$ cat src/rtl/extint_conditioner.sv
module extint_conditioner #(
  parameter int NLINE = 3,
  parameter int FW    = 8,
  parameter int DW    = 32
) (
  input  logic             clk,
  input  logic             rst_n,
  input  logic             cfg_we,
  input  logic [DW/8-1:0]  cfg_be,
  input  logic [DW-1:0]    cfg_wdata,
  output logic [DW-1:0]    cfg_rdata,
  input  logic             stb_slow,
  input  logic             stb_fast,
  input  logic [NLINE-1:0] pin_in,
  output logic [NLINE-1:0] req_out
);
  localparam int PAD = FW - 5;

  logic [NLINE-1:0] s1, s2;
  logic [NLINE-1:0] smp, pend, en, csel;
  logic [NLINE-1:0] wsel, clr, setev, tick, lvl, to_level;
  logic [1:0]       ttype [NLINE];
  logic [FW-1:0]    fld   [NLINE];

  always_ff @(posedge clk) begin
    if (!rst_n) begin
      s1 <= '0;
      s2 <= '0;
    end else begin
      s1 <= pin_in;
      s2 <= s1;
    end
  end

  for (genvar i = 0; i < NLINE; i++) begin : g_line
    localparam int LSB = (NLINE - 1 - i) * FW;
    localparam int BY  = LSB / 8;

    assign wsel[i]     = cfg_we & cfg_be[BY];
    assign tick[i]     = csel[i] ? stb_fast : stb_slow;
    assign lvl[i]      = smp[i] ^ ttype[i][0];
    assign setev[i]    = en[i] & ttype[i][1] & tick[i] &
                         (ttype[i][0] ? (smp[i] & ~s2[i]) : (~smp[i] & s2[i]));
    assign clr[i]      = wsel[i] & cfg_wdata[LSB];
    assign to_level[i] = wsel[i] & ~cfg_wdata[LSB+7];
    assign req_out[i]  = en[i] & (ttype[i][1] ? pend[i] : lvl[i]);
    assign fld[i]      = {ttype[i], en[i], csel[i], {PAD{1'b0}}, pend[i]};

    always_ff @(posedge clk) begin
      if (!rst_n) begin
        ttype[i] <= 2'b00;
        en[i]    <= 1'b0;
        csel[i]  <= 1'b0;
        smp[i]   <= 1'b0;
        pend[i]  <= 1'b0;
      end else begin
        if (wsel[i]) begin
          ttype[i] <= cfg_wdata[LSB+7:LSB+6];
          en[i]    <= cfg_wdata[LSB+5];
          csel[i]  <= cfg_wdata[LSB+4];
        end
        if (tick[i]) smp[i] <= s2[i];
        if (to_level[i])   pend[i] <= 1'b0;
        else if (setev[i]) pend[i] <= 1'b1;
        else if (clr[i])   pend[i] <= 1'b0;
      end
    end

    p_edge_sets_r6: assert property (@(posedge clk) disable iff (!rst_n)
      setev[i] && !wsel[i] |=> pend[i]);
    p_edge_beats_clear_r9: assert property (@(posedge clk) disable iff (!rst_n)
      setev[i] && clr[i] && !to_level[i] |=> pend[i]);
    p_w1c_r8: assert property (@(posedge clk) disable iff (!rst_n)
      clr[i] && !setev[i] |=> !pend[i]);
    p_pend_hold_r8: assert property (@(posedge clk) disable iff (!rst_n)
      pend[i] && !wsel[i] |=> pend[i]);
    p_sample_on_tick_r11: assert property (@(posedge clk) disable iff (!rst_n)
      !tick[i] |=> $stable(smp[i]));
    p_byte_isolate_r3: assert property (@(posedge clk) disable iff (!rst_n)
      !wsel[i] |=> $stable(fld[i][FW-1:FW-4]));
    p_level_no_pend_r12: assert property (@(posedge clk) disable iff (!rst_n)
      !ttype[i][1] |-> !pend[i]);
  end

  always_comb begin
    cfg_rdata = '0;
    for (int i = 0; i < NLINE; i++)
      cfg_rdata[(NLINE-1-i)*FW +: FW] = fld[i];
  end
endmodule

$ cat config.mk
export PLATFORM = sky130hd
export DESIGN_NAME = extint_conditioner
export DESIGN_NICKNAME = d
export VERILOG_FILES = /design/src/rtl/extint_conditioner.sv
export SDC_FILE = /design/constraint.sdc
export NUM_CORES = 1
export LEC_CHECK = 0
export ABC_AREA = 1
export ABC_CLOCK_PERIOD_IN_PS = 960
export BUFFER_PORTS_ARGS = -buffer_cell sky130_fd_sc_hd__buf_4
export CAP_MARGIN = 10
export CORE_UTILIZATION = 24
export CTS_BUF_LIST = sky130_fd_sc_hd__clkbuf_4 sky130_fd_sc_hd__clkbuf_8
export CTS_CLUSTER_DIAMETER = 60
export CTS_CLUSTER_SIZE = 20
export DETAILED_ROUTE_END_ITERATION = 7
export SYNTH_ARGS = -nofsm -noshare
export SYNTH_HDL_FRONTEND = slang
export SYNTH_SLANG_ARGS = --single-unit
export TNS_END_PERCENT = 30
$ cat constraint.sdc
create_clock -name clk -period 0.96 [get_ports clk]
set_input_delay 0.096 -clock clk [delete_from_list [all_inputs] [get_ports clk]]
set_output_delay 0.096 -clock clk [all_outputs]
set_load 0.05 [all_outputs]
==> flow_metrics.tcl <==
set metrics [dict create \
    intPower_mw 1.904 \
    gp_congestion 0.7285 \
    fin_worst_skew_ps 5.379 \
    irDropWorstVdd_mv 0.5973 \
    vias_per_cell 3.773 \
    p_per_area_mw_per_mm2 1390 \
    ys_top_cells_by_area "dfxtp_1 28%, edfxtp_1 14%, buf_4 10%" \
    numCtsBuffers 3 \
    crit_chain "xor2_1 > o21ai_1 > inv_2 > buf_6" \
    critPathArrivalTime_ps 1200 \
    failed_checks "negative setup slack" \
    setup_ws_ps -334.2 \
    finalMaxSlewViolations 0 \
    outcome "complete, but fails checks" \
    cts-root-buf "clkbuf_8" \
    die-area_mm2 0.005597 \
    cts_tree "yes" \
    wl_per_cell_um 9.132 \
    whs_ps 10.26 \
    antenna_found_initial 0 \
    hold_viol_final 0 \
    pwr-share-clk 0.326 \
    cpPeakStageDelay_ps 420 \
    clockBufferDepth 2 \
    grt_pass1_wl_um 4333 \
    synth_top_area_cell "dfxtp_1" \
    synthAdderAreaFrac 0 \
    synth_seq_cells 24 \
    htree_levels 1 \
    synth.top_cell.area_share 0.2832 \
    grt_start_max_net_pins 19 \
    crit_fanout 2 \
    initialDrtViolationCount 21 \
    r2r_slack_ps -10 \
    rsz0062_at_grt "true" \
    tns_ps -1744 \
    combPwrFrac 0.260 \
    vias 1113 \
    rows 26 \
    drive_gt1_frac 0.3867 \
    cts_sinks 24 \
    yosysSeqAreaShare 0.4248 \
    seq_power_share 0.414 \
    finalCritPeriodShare 1.348 \
    maxCapViolCount 0 \
    ant_nets 0 \
    reg2reg_from "ttype[2][0]$_SDFFCE_PN0P_" \
    p_leak_nw 0.9646 \
    critPathCapture "req_out[0]" \
    synth_cells 165 \
    critPathSlowestCell "edfxtp_1" \
    yosysUniqueCellTypes 19 \
    drc 0 \
    reg2reg_depth 4 \
    yosys.area_share.simple 0.1917 \
    clk_pin_slew_ps 90 \
    globalRouteOverflowTotal 0 \
    io_buffers 43 \
    ys_warn_count 0 \
    groute.usage.overall 0.1039 \
    syn2layout_area_growth_pct 53.49 \
    place_hpwl_um 2153 \
    power_mw 2.714 \
    synth_compound_area_frac 0.1268 \
    synth_top_family_by_area "buffers and inverters" \
    r2r_end "cfg_rdata[0]$_SDFFE_PP0P_" \
    crit_type "register to output pin" \
    die_w_um 74.82 \
    critPathLaunch "ttype[0][0]$_SDFFCE_PN0P_" \
    synth-xor-area-share 0.02065 \
    whs_path_depth 3 \
    min_period_ps 1294 \
    max_freq_ghz 0.7727 \
    switchingPower_mw 0.8104 \
    p_sw_frac 0.2985 \
    avgSynthCellArea_um2 7.712 \
    die_y_um 74.82 \
    firstDrtPassIters 4 \
    setup_viol 11 \
    nets 270 \
    required_ps 860 \
    core_mm2 0.005107 \
    synthMuxAreaShare 0 \
    startpoint_type "register" \
    syn-cell-area_mm2 0.001272 \
    diodes 0 \
    finalWirelength_um 2694 \
    hold_path.class "input port to register" \
    grt_pass1_vias 1054 \
    cp-end-kind "output pin" \
    start_util 0.2491 \
    insertion_delay_ps 270 \
    io_pins 79 \
]
layer usage:
metal / up-vias / part of all wire / global-route usage
li1: 592 / - / -
met2: 38 / 0.50 / 0.1872
met1: 478 / 0.44 / 0.1198
met5: - / 0 / 0
met3: 5 / 0.049 / 0.02410
met4: 0 / 0.017 / 0.03774
placed cells by master (no fill, tap or decap):
master	instances
clkbuf_8	3
conb_1	17
o22ai_1	6
nor2_1	12
buf_6	21
inv_2	6
buf_8	9
xor2_1	3
a21oi_2	7
a21oi_1	2
dlygate4sd3_1	2
a21boi_0	2
bufinv_16	1
edfxtp_1	6
a21boi_2	1
inv_1	30
nand3_1	7
dfxtp_2	6
nand3_2	5
dfxtp_1	12
nand2_1	33
buf_4	28
o21ai_1	6
layout make-up:
class | instances | area, um2
repair buffers | 60 | 601.8
flip-flops and latches | 24 | 548.0
inverters | 36 | 135.1
clock buffers | 3 | 41.29
clock inverters | 1 | 30.03
fillers | 535 | 3154
multi-input cells | 101 | 509.2
well taps | 70 | 87.58
cell usage after synthesis:
| master | number |
|---|---|
| dfxtp_1 | 18 |
| inv_1 | 33 |
| xor2_1 | 3 |
| o22ai_1 | 6 |
| nand2_1 | 33 |
| nand3_2 | 3 |
| edfxtp_1 | 6 |
| nand3_1 | 9 |
| a21boi_0 | 2 |
| o21ai_1 | 3 |
| nor2_1 | 12 |
| a21oi_2 | 6 |
| inv_2 | 3 |
| a21oi_1 | 3 |
| o21ai_0 | 3 |
| a21boi_2 | 1 |
| buf_6 | 3 |
| conb_1 | 1 |
| buf_4 | 17 |
worst max-delay path, delay by kind of cell, from the launching register on:
| family | cells | cell delay, ps |
|---|---|---|
| buffers and inverters | 2 | 190 |
| XOR/XNOR | 1 | 160 |
| flip-flops | 1 | 420 |
| AO/OA/AOI/OAI | 1 | 150 |
worst min-delay path by stage:
| stage | startpoint | end | slack (ps) |
|---|---|---|---|
| floorplan | pin_in[0] | s1[0]$_SDFF_PN0_ | 190 |
| global placement | pin_in[1] | s1[1]$_SDFF_PN0_ | 280 |
| detailed placement | pin_in[2] | s1[2]$_SDFF_PN0_ | 280 |
| CTS | pin_in[0] | s1[0]$_SDFF_PN0_ | 9 |
| global route | pin_in[0] | s1[0]$_SDFF_PN0_ | 6 |
| finish | pin_in[0] | s1[0]$_SDFF_PN0_ | 10 |
power groups by stage:
stage                     clock [mW]  combinational, mW  sequential, mW
after floorplan                    0              0.349            1.27
after global placement             0              0.629            1.14
after detailed placement           0              0.632            1.14
after CTS                      0.911              0.682            1.12
after global routing           0.959              0.754            1.13
final                          0.886              0.705            1.12
per-stage QoR:
stage                     cells  cell area, um2  worst slack (ps)  utilization
after floorplan             181            1333            -286.7            -
after global placement      289            1694            -40.91       0.3317
after detailed placement    289            1694            -51.50       0.3317
after CTS                   295            1883            -346.0       0.3687
after global routing        295            1953            -403.1       0.3824
final                       295            1953            -334.2       0.3824
what timing repair did:
item,4_1_cts,5_1_grt
pin swaps,3,4
hold buffers,2,0
setup endpoints to repair,19,20
gates cloned,0,0
gates resized for setup,26,22
setup buffers,1,0
hold endpoints to repair,2,0
flip-flops by register name, indices dropped and copies added (netlist names):
register and flops:
cfg_rdata 9, s1 3, s2 3, smp 3, ttype 6
cells by family (layout without fill, tap and decap cells):
group                  count (synthesis)  in the layout
AND/OR/NAND/NOR                       57             57
buffers and inverters                 56            100
AO/OA/AOI/OAI                         24             24
flip-flops                            24             24
XOR/XNOR                               3              3
other                                  1             17
No activity file was read; power rests on OpenSTA's default activity.
